**src/rtl/l2f_pkg.sv**
```systemverilog
package l2f_pkg;

    typedef enum logic [2:0] {
        SW_IDLE,
        SW_REQ,
        SW_RD,
        SW_CHK,
        SW_WB,
        SW_INV,
        SW_DONE
    } sweep_state_e;

    typedef enum logic [1:0] {
        SN_IDLE,
        SN_RD,
        SN_CMP
    } snoop_phase_e;

    localparam logic [1:0] KIND_READ     = 2'd0;
    localparam logic [1:0] KIND_WR_SINGLE = 2'd1;
    localparam logic [1:0] KIND_BURST_WR = 2'd2;
    localparam logic [1:0] KIND_OTHER    = 2'd3;

    function automatic logic kind_needs_retry(input logic [1:0] kind);
        return kind != KIND_BURST_WR;
    endfunction

endpackage

```
**src/rtl/l2f_req_sync.sv**
```systemverilog
module l2f_req_sync #(
    parameter int SYNC_LEN = 8
) (
    input  logic clk,
    input  logic rst,
    input  logic req_async,
    output logic start_pulse
);
    logic [SYNC_LEN-1:0] shift_q;
    logic                full_q;
    logic                full;

    assign full = &shift_q;

    always_ff @(posedge clk) begin
        if (rst) begin
            shift_q <= '0;
            full_q  <= 1'b0;
        end else begin
            shift_q <= {shift_q[SYNC_LEN-2:0], req_async};
            full_q  <= full;
        end
    end

    // only the first cycle of a full window counts as a new request
    assign start_pulse = full & ~full_q;
endmodule

```
**src/rtl/l2f_sweep.sv**
```systemverilog
module l2f_sweep
    import l2f_pkg::*;
#(
    parameter int IDX_W = 4,
    parameter int TAG_W = 8
) (
    input  logic             clk,
    input  logic             rst,
    input  logic             start,
    input  logic             bus_gnt,
    input  logic             ram_free,
    input  logic             rd_valid,
    input  logic             rd_dirty,
    input  logic [TAG_W-1:0] rd_tag,
    input  logic             wb_ack,
    output logic             bus_req,
    output logic             busy,
    output logic             done,
    output logic             ram_en,
    output logic             ram_we,
    output logic [IDX_W-1:0] ram_idx,
    output logic             wb_req,
    output logic [IDX_W-1:0] wb_idx,
    output logic [TAG_W-1:0] wb_tag
);
    localparam logic [IDX_W-1:0] LAST_IDX = {IDX_W{1'b1}};

    sweep_state_e     st_q, st_d;
    logic [IDX_W-1:0] cnt_q;
    logic [TAG_W-1:0] tag_q;
    logic             last;
    logic             step;

    assign last = (cnt_q == LAST_IDX);

    always_comb begin
        st_d   = st_q;
        ram_en = 1'b0;
        ram_we = 1'b0;
        wb_req = 1'b0;
        done   = 1'b0;
        step   = 1'b0;
        unique case (st_q)
            SW_IDLE: if (start) st_d = SW_REQ;
            SW_REQ:  if (bus_gnt) st_d = SW_RD;
            SW_RD: begin
                ram_en = ram_free;
                if (ram_free) st_d = SW_CHK;
            end
            SW_CHK: begin
                if (rd_valid && rd_dirty) begin
                    st_d = SW_WB;
                end else if (rd_valid) begin
                    st_d = SW_INV;
                end else begin
                    st_d = last ? SW_DONE : SW_RD;
                    step = ~last;
                end
            end
            SW_WB: begin
                wb_req = 1'b1;
                if (wb_ack) st_d = SW_INV;
            end
            SW_INV: begin
                ram_en = ram_free;
                ram_we = ram_free;
                if (ram_free) begin
                    st_d = last ? SW_DONE : SW_RD;
                    step = ~last;
                end
            end
            SW_DONE: begin
                done = 1'b1;
                st_d = SW_IDLE;
            end
            default: st_d = SW_IDLE;
        endcase
    end

    always_ff @(posedge clk) begin
        if (rst) begin
            st_q  <= SW_IDLE;
            cnt_q <= '0;
            tag_q <= '0;
        end else begin
            st_q <= st_d;
            if (st_q == SW_IDLE)
                cnt_q <= '0;
            else if (step)
                cnt_q <= cnt_q + 1'b1;
            if (st_q == SW_CHK)
                tag_q <= rd_tag;
        end
    end

    assign bus_req = (st_q == SW_REQ) || (st_q == SW_RD) || (st_q == SW_CHK) ||
                     (st_q == SW_WB)  || (st_q == SW_INV);
    assign busy    = (st_q != SW_IDLE);
    assign ram_idx = cnt_q;
    assign wb_idx  = cnt_q;
    assign wb_tag  = tag_q;
endmodule

```
**src/rtl/l2f_snoop.sv**
```systemverilog
module l2f_snoop
    import l2f_pkg::*;
#(
    parameter int IDX_W = 4,
    parameter int TAG_W = 8
) (
    input  logic                   clk,
    input  logic                   rst,
    input  logic                   active,
    input  logic                   snoop_valid,
    input  logic [1:0]             snoop_kind,
    input  logic [TAG_W+IDX_W-1:0] snoop_line,
    input  logic                   rd_valid,
    input  logic [TAG_W-1:0]       rd_tag,
    output logic                   ram_en,
    output logic                   ram_we,
    output logic [IDX_W-1:0]       ram_idx,
    output logic                   busy,
    output logic                   retry
);
    snoop_phase_e     ph_q;
    logic [IDX_W-1:0] idx_q;
    logic [TAG_W-1:0] tag_q;
    logic             take;
    logic             hit;

    assign take = active && snoop_valid && !kind_needs_retry(snoop_kind) && (ph_q == SN_IDLE);
    assign hit  = (ph_q == SN_CMP) && rd_valid && (rd_tag == tag_q);

    always_ff @(posedge clk) begin
        if (rst) begin
            ph_q  <= SN_IDLE;
            idx_q <= '0;
            tag_q <= '0;
            retry <= 1'b0;
        end else begin
            retry <= active && snoop_valid && kind_needs_retry(snoop_kind);
            unique case (ph_q)
                SN_IDLE: if (take) begin
                    ph_q  <= SN_RD;
                    idx_q <= snoop_line[IDX_W-1:0];
                    tag_q <= snoop_line[TAG_W+IDX_W-1:IDX_W];
                end
                SN_RD:   ph_q <= SN_CMP;
                default: ph_q <= SN_IDLE;
            endcase
        end
    end

    assign ram_en  = (ph_q == SN_RD) || hit;
    assign ram_we  = hit;
    assign ram_idx = idx_q;
    assign busy    = (ph_q != SN_IDLE);
endmodule

```
**src/rtl/l2_flush_seq.sv**
```systemverilog
module l2_flush_seq
    import l2f_pkg::*;
#(
    parameter int IDX_W    = 4,
    parameter int TAG_W    = 8,
    parameter int SYNC_LEN = 8
) (
    input  logic                   clk,
    input  logic                   rst,
    input  logic                   flush_req_a,
    output logic                   bus_req,
    input  logic                   bus_gnt,
    output logic                   tag_en,
    output logic                   tag_we,
    output logic [IDX_W-1:0]       tag_idx,
    input  logic                   tag_rd_valid,
    input  logic                   tag_rd_dirty,
    input  logic [TAG_W-1:0]       tag_rd_tag,
    output logic                   wb_req,
    output logic [IDX_W-1:0]       wb_idx,
    output logic [TAG_W-1:0]       wb_tag,
    input  logic                   wb_ack,
    input  logic                   snoop_valid,
    input  logic [1:0]             snoop_kind,
    input  logic [TAG_W+IDX_W-1:0] snoop_line,
    output logic                   retry,
    output logic                   done
);
    logic             start;
    logic             sw_busy;
    logic             sw_en, sw_we;
    logic [IDX_W-1:0] sw_idx;
    logic             sn_en, sn_we, sn_busy;
    logic [IDX_W-1:0] sn_idx;

    l2f_req_sync #(.SYNC_LEN(SYNC_LEN)) i_sync (
        .clk         (clk),
        .rst         (rst),
        .req_async   (flush_req_a),
        .start_pulse (start)
    );

    l2f_sweep #(.IDX_W(IDX_W), .TAG_W(TAG_W)) i_sweep (
        .clk      (clk),
        .rst      (rst),
        .start    (start),
        .bus_gnt  (bus_gnt),
        .ram_free (~sn_busy),
        .rd_valid (tag_rd_valid),
        .rd_dirty (tag_rd_dirty),
        .rd_tag   (tag_rd_tag),
        .wb_ack   (wb_ack),
        .bus_req  (bus_req),
        .busy     (sw_busy),
        .done     (done),
        .ram_en   (sw_en),
        .ram_we   (sw_we),
        .ram_idx  (sw_idx),
        .wb_req   (wb_req),
        .wb_idx   (wb_idx),
        .wb_tag   (wb_tag)
    );

    l2f_snoop #(.IDX_W(IDX_W), .TAG_W(TAG_W)) i_snoop (
        .clk         (clk),
        .rst         (rst),
        .active      (sw_busy),
        .snoop_valid (snoop_valid),
        .snoop_kind  (snoop_kind),
        .snoop_line  (snoop_line),
        .rd_valid    (tag_rd_valid),
        .rd_tag      (tag_rd_tag),
        .ram_en      (sn_en),
        .ram_we      (sn_we),
        .ram_idx     (sn_idx),
        .busy        (sn_busy),
        .retry       (retry)
    );

    // snoop lookups own the single tag port whenever they are in flight
    always_comb begin
        if (sn_busy) begin
            tag_en  = sn_en;
            tag_we  = sn_we;
            tag_idx = sn_idx;
        end else begin
            tag_en  = sw_en;
            tag_we  = sw_we;
            tag_idx = sw_idx;
        end
    end
endmodule

```
**config.mk**
```make
export PLATFORM = sky130hd
export DESIGN_NAME = l2_flush_seq
export DESIGN_NICKNAME = d
export VERILOG_FILES = /design/src/rtl/l2f_pkg.sv /design/src/rtl/l2f_req_sync.sv /design/src/rtl/l2f_sweep.sv /design/src/rtl/l2f_snoop.sv /design/src/rtl/l2_flush_seq.sv
export SDC_FILE = /design/constraint.sdc
export NUM_CORES = 1
export LEC_CHECK = 0
export BUFFER_PORTS_ARGS = -buffer_cell sky130_fd_sc_hd__buf_2
export CORE_AREA = 2 2 77 57
export DETAILED_ROUTE_END_ITERATION = 7
export DIE_AREA = 0 0 79 59
export GPL_TIMING_DRIVEN = 0
export PLACE_DENSITY = 0.81
export SLEW_MARGIN = 20
export SYNTH_ARGS = -nofsm -noshare
export SYNTH_HDL_FRONTEND = slang
export SYNTH_SLANG_ARGS = --single-unit
```
**constraint.sdc**
```tcl
create_clock -name clk -period 1.57 [get_ports clk]
set_clock_uncertainty 0.1 [all_clocks]
set_input_delay 0.2355 -clock clk [delete_from_list [all_inputs] [get_ports clk]]
set_output_delay 0.2355 -clock clk [all_outputs]
set_load 0.02 [all_outputs]
```
==> results of run 1 <==
-- flip-flops by register name, indices dropped and copies added (netlist names) --
register         count
i_snoop.ph_q         2
i_snoop.ram_idx      4
i_snoop.retry        1
i_snoop.tag_q        8
i_sweep.ram_idx      4
i_sweep.st_q         3
i_sweep.wb_tag       8
i_sync.full_q        1
i_sync.shift_q       8
-- where the power goes --
part	internal, W	total, W	switching [W]
clock network	0.000635	0.000979	0.000344
registers	0.000989	0.000990	0.00000173
logic	0.0000432	0.0000879	0.0000447
-- metal layers --
metal / vias to the layer above / global-route usage [%] / wire (um)
met4: 0 / 6.404 / 46
met1: 690 / 24.81 / 1941
met5: - / 0 / 0
met2: 47 / 32.08 / 2024
met3: 7 / 6.555 / 253
li1: 720 / - / -
-- area by class of cell --
cell class | instances | area, um^2 | share of cell area, %
Buffer | 8 | 71.32 | 2.899
Clock buffer | 6 | 72.57 | 2.950
Clock inverter | 2 | 60.06 | 2.442
Inverter | 2 | 7.507 | 0.3052
Multi-Input combinational cell | 120 | 955.9 | 38.86
Sequential cell | 39 | 802.0 | 32.60
Tap cell | 52 | 65.06 | 2.645
Timing Repair Buffer | 62 | 425.4 | 17.29
-- cell families after synthesis --
| kind of cell | Yosys count |
|---|---|
| AOI/OAI and AO/OA | 15 |
| xor gates and xnor gates | 10 |
| adders and majority gates | 1 |
| buffers and inverters | 10 |
| DFF | 39 |
| muxes | 25 |
| and+or+nand+nor | 69 |
-- worst paths after layout --
path | endpoint | cells after the start | from
setup / recovery | tag_en | 5 | i_snoop.tag_q[6]
hold / removal | i_sync.shift_q[0] | 2 | flush_req_a
setup reg to reg | i_sweep.ram_idx[3] | 6 | i_snoop.ph_q[1]
hold reg to reg | i_sync.shift_q[7] | 1 | i_sync.shift_q[6]
-- what timing repair did --
item	CTS	global route
setup buffers	7	4
pin swaps	8	12
setup endpoints to repair	21	31
endpoints found under the hold margin	0	0
resized for setup	37	22
gates cloned	1	0
-- Yosys cell counts (2+ instances only) --
master / number / share of area, %
dfxtp_1: 39 / 46
nor3b_1: 3 / 1.3
nand4_1: 2 / 0.74
clkbuf_1: 4 / 0.89
o21ai_0: 4 / 1.2
and4_1: 2 / 1.0
buf_6: 2 / 1.3
nand2b_1: 2 / 0.74
mux2_2: 5 / 3.3
xor2_1: 2 / 1.0
nand2_1: 3 / 0.67
nor2_1: 28 / 6.2
xnor2_1: 8 / 4.1
nand3_1: 7 / 2.1
buf_2: 2 / 0.59
a21oi_1: 4 / 1.2
nor2b_1: 10 / 3.7
inv_1: 2 / 0.44
mux2i_1: 20 / 12
-- critical path, delay by kind of cell, from the launching register on --
| family | cells | cell delay [ns] |
|---|---|---|
| and+or+nand+nor | 2 | 0.68 |
| DFF | 1 | 0.35 |
| buffers and inverters | 1 | 0.13 |
| xor gates and xnor gates | 1 | 0.11 |
| AOI/OAI and AO/OA | 1 | 0.09 |
-- stage by stage --
stage,worst slack [ns],TNS (ns),power [W],hold WS (ns)
6_report,-0.4239,-2.262,0.002057,0.05038
5_1_grt,-0.4594,-3.999,0.002114,0.06711
4_1_cts,-0.4122,-1.887,0.002061,0.04955
3_5_place_dp,-0.1964,-2.507,0.001099,0.3418
3_3_place_gp,-0.1646,-2.131,0.001097,0.3375
2_1_floorplan,0.02925,0,0.001047,0.2146
==> summary.md, run 1 <==
| Metric | Value |
|---|---|
| Syn Nets | `200` |
| Arr. time, crit path | `1.66 ns` |
| Max cap viols | `0` |
| Most frequent cells in the layout | `43 x buf_2, 27 x nor2_1, 26 x dfxtp_1` |
| Final cell count without fillers | `291` |
| Critical path fanouts, max | `2` |
| Die X | `79 um` |
| Tcrit/Tclk final | `127.0%` |
| # IOs | `52` |
| Total global-route track usage | `19.62%` |
| Fin area | `2460 um^2` |
| Nets | `269` |
| First-pass GRT wire length | `6.893 mm` |
| Syn Area/Cell | `9.995 um^2` |
| Failing checks | `setup timing` |
| Post-synthesis sequential area ratio | `46.22%` |
| Top FF cell, synth | `dfxtp_1` |
| Share of layout cells above drive strength 1 | `46.44%` |
| Die area | `4661 um^2` |
| H-tree depth | `2` |
| Period minus WS final | `1.994 ns` |
| Placed insts | `272` |
| IO buf count | `51` |
| Status | `finished with violations` |
| DR WL/cell | `14.66 um` |
| Synth Area in XOR/XNOR | `5.185%` |
| Root buf cell | `clkbuf_8` |
| Antenna violations before repair | `0` |
| Hold/Removal Path Class | `in -> reg` |
| Initial DRC Count | `53` |
| Final setup viols | `20` |
| Post-synth EDFFs | `0` |
| Std cell rows | `19` |
| Ant diodes | `0` |
| Total CTS buffers | `5` |
| Worst R2R Setup Slack | `-0.07 ns` |
| Largest family of logic cells by synthesized area | `simple AND/OR/NAND/NOR gates` |
| Crit Path Class | `reg -> out` |
| Fmax | `501.5 MHz` |
| Fin. max-slew vios | `0` |
| CTS Buffer Depth | `2` |
| Max incr delay on CP | `0.57 ns` |
| Most common cell after layout, fill and taps aside | `buf_2` |
| Measured slew at the worst slew-check pin | `0.5528 ns` |
| Mapped cell area | `1689 um^2` |
| Adder-cell share of the synthesized area | `0.7407%` |
| Hold_buf cts | `0` |
| Lkg Pwr | `1.188 nW` |
| Vias | `1464` |
| Vias in the first global route | `1434` |
| Syn Inst Count | `169` |
| Post-layout util | `63.87%` |
| Sink Count | `39` |
| Gpl congestion | `0.7556` |
| Synth warnings | `0` |
| Worst-Skew Late Latency | `0.29 ns` |
| Crit end category | `primary output` |
| Post-synthesis compound-gate area fraction | `6.000%` |
| Syn-to-layout area delta | `45.63%` |
| CTS tree | `yes` |
| Power per cell area | `836.3 nW/um^2` |
| RSZ-0062 raised after global routing | `true` |
| Slowest-stage cell, CP | `or4_4` |
| Routed wire length | `4.266 mm` |
| Distinct cells, synth | `39` |
| Synthesis-stage register bit count | `39` |
| Final HPWL DP | `2.764 mm` |
| Async SR Flop Fraction | `0%` |
| Area post-placement | `2032 um^2` |
| Initial Util | `43.86%` |
| Largest net degree at the start of global routing | `13` |
| Grt total ovfl | `0` |
| Post-synthesis mux area share | `15.19%` |
| Slew headroom | `63.15%` |
| Filler cells | `295` |
| Simple-gate area share of the yosys netlist | `23.41%` |
| DR vias/cell | `5.031` |
| Placeable Area | `3851 um^2` |
| DRC Markers | `0` |
| Worst vdd ir | `0.0005724 V` |
| Worst EP required | `1.23 ns` |
| Clk slew on worst S/H paths | `0.07 ns` |
| Crit-path cells | `xnor2_2 -> nand3_1 -> or4_4 -> o21ai_4 -> buf_6` |
| PnR worst setup slack | `-0.4239 ns` |
| Startpoint Class | `register` |
| Pre-antenna DRT Iters | `4` |
| Chip height | `59 um` |
| Final Hold Vio Count | `0` |
| Antenna-violating nets left | `0` |
No activity file was read; power rests on OpenSTA's default activity.
==> run 2, diff against run 1 <==
CORE_AREA = 2 2 81 60   (was 2 2 77 57)
CTS_CLUSTER_SIZE = 14   (was not set)
DIE_AREA = 0 0 83 62   (was 0 0 79 59)
PLACE_DENSITY = 0.75   (was 0.81)
==> summary.md, run 2 (synthesized netlist as in run 1, its figures left out) <==
| Metric | Value |
|---|---|
| Status | `finished with violations` |
| Failing checks | `setup timing` |
| Period minus WS final | `1.936 ns` |
| Slew headroom | `64.51%` |
| Fmax | `516.6 MHz` |
| Critical path fanouts, max | `2` |
| Chip height | `62 um` |
| Filler cells | `409` |
| Hold/Removal Path Class | `in -> reg` |
| Startpoint Class | `register` |
| CP bufs+invs | `1` |
| Area post-placement | `2038 um^2` |
| Total global-route track usage | `15.36%` |
| Largest net degree at the start of global routing | `12` |
| Worst vdd ir | `0.0005305 V` |
| Final setup TNS | `-1.584 ns` |
| Ant diodes | `0` |
| Nets | `269` |
| Total CTS buffers | `5` |
| Measured slew at the worst slew-check pin | `0.5324 ns` |
| Syn-to-layout area delta | `43.63%` |
| Fin area | `2426 um^2` |
| Root buf cell | `clkbuf_8` |
| Antenna-violating nets left | `0` |
| Initial DRC Count | `59` |
| Max incr delay on CP | `0.56 ns` |
| Most common cell after layout, fill and taps aside | `buf_2` |
| Power per cell area | `745.2 nW/um^2` |
| Clk slew on worst S/H paths | `0.07 ns` |
| PnR worst setup slack | `-0.3658 ns` |
| Share of layout cells above drive strength 1 | `46.03%` |
| Initial Util | `37.59%` |
| Placed insts | `277` |
| Vias in the first global route | `1209` |
| Lkg Pwr | `1.170 nW` |
| Crit-path cells | `xnor2_2 -> nand3_1 -> or4_4 -> o21ai_4 -> buf_6` |
| Most frequent cells in the layout | `42 x buf_2, 28 x nor2_1, 28 x dfxtp_1` |
| DRC Markers | `0` |
| Grt total ovfl | `0` |
| Final HPWL DP | `2.779 mm` |
| DR WL/cell | `13.89 um` |
| Crit end category | `primary output` |
| Fin. max-slew vios | `0` |
| First-pass GRT wire length | `5.989 mm` |
| Slowest-stage cell, CP | `or4_4` |
| DP Worst Slack | `-0.1695 ns` |
| H-tree depth | `2` |
| Max cap viols | `0` |
| Final setup viols | `18` |
| Arr. time, crit path | `1.60 ns` |
| Worst EP required | `1.23 ns` |
| Sink Count | `39` |
| CTS tree | `yes` |
| Die X | `83 um` |
| Vias | `1418` |
| Worst path top cell family by delay | `simple AND/OR/NAND/NOR gates` |
| Final Hold Vio Count | `0` |
| Worst-Skew Late Latency | `0.29 ns` |
| Gpl congestion | `0.7774` |
| Std cell rows | `21` |
| Crit Path Class | `reg -> out` |
| DR vias/cell | `4.791` |
| Die area | `5146 um^2` |
| Routed wire length | `4.111 mm` |
| Final cell count without fillers | `296` |
| CTS Buffer Depth | `2` |
| Tcrit/Tclk final | `123.3%` |
| Antenna violations before repair | `0` |
| # IOs | `52` |
| Placeable Area | `4493 um^2` |
| RSZ-0062 raised after global routing | `true` |
| Post-layout util | `54.00%` |
| Hold_buf cts | `0` |
| Pre-antenna DRT Iters | `3` |
| IO buf count | `51` |
run 2: changes by cell type in the layout (fill, tap and decap cells not counted), moves of 3 or more:
cell     previous run  this run
xnor2_1             6         3
buf_4               7        11
dfxtp_2            11         7
xnor2_2             2         5
run 2: power by group:
part	switching, W	internal, W	total [W]
clock network	0.000329	0.000401	0.000730
registers	0.00000176	0.000986	0.000987
logic	0.0000452	0.0000455	0.0000907
run 2: worst paths after layout:
kind,from,end,slack (ns),cells after the start
max,i_snoop.tag_q[7],tag_en,-0.37,5
min,flush_req_a,i_sync.shift_q[0],0.06,2
max reg2reg,i_snoop.ph_q[1],i_sweep.st_q[0],-0.09,7
min reg2reg,i_sweep.wb_tag[0],i_sweep.wb_tag[0],0.35,2
run 2: final cells by class:
class,count,area [um^2],area share [%]
buffer,8,72.57,2.991
clock buffer,8,100.1,4.126
inverter,2,7.507,0.3094
multi-input combinational,120,962.2,39.66
sequential,39,804.5,33.16
tap,57,71.32,2.940
timing repair buffer,62,407.9,16.81
run 2: worst reg2reg max path, delay by kind of cell, from the launching register on:
family | cells | cell delay, ns
AO/OA/AOI/OAI | 1 | 0.17
buffers and inverters | 3 | 0.39
flip-flops | 1 | 0.41
multiplexers | 1 | 0.27
AND/OR/NAND/NOR | 2 | 0.26
run 2: layer usage:
layer / wire length (um) / GRT usage, % / vias to the layer above
li1: - / - / 722
met2: 1770 / 23.04 / 36
met5: 0 / 0 / -
met4: 87 / 7.728 / 0
met1: 2104 / 21.16 / 653
met3: 149 / 3.699 / 7
run 2: what timing repair did:
action,in CTS,in global routing
endpoints found under the setup margin,20,29
resized for setup,21,33
gates cloned,0,1
pin swaps,3,15
setup buffers,3,7
run 2: metrics by stage:
step	power, W	hold slack (ns)
after global routing	0.001865	0.07951
after floorplan	0.001047	0.2146
after CTS	0.001824	0.05039
after detailed placement	0.001101	0.3437
final	0.001808	0.05527
after global placement	0.001100	0.3398
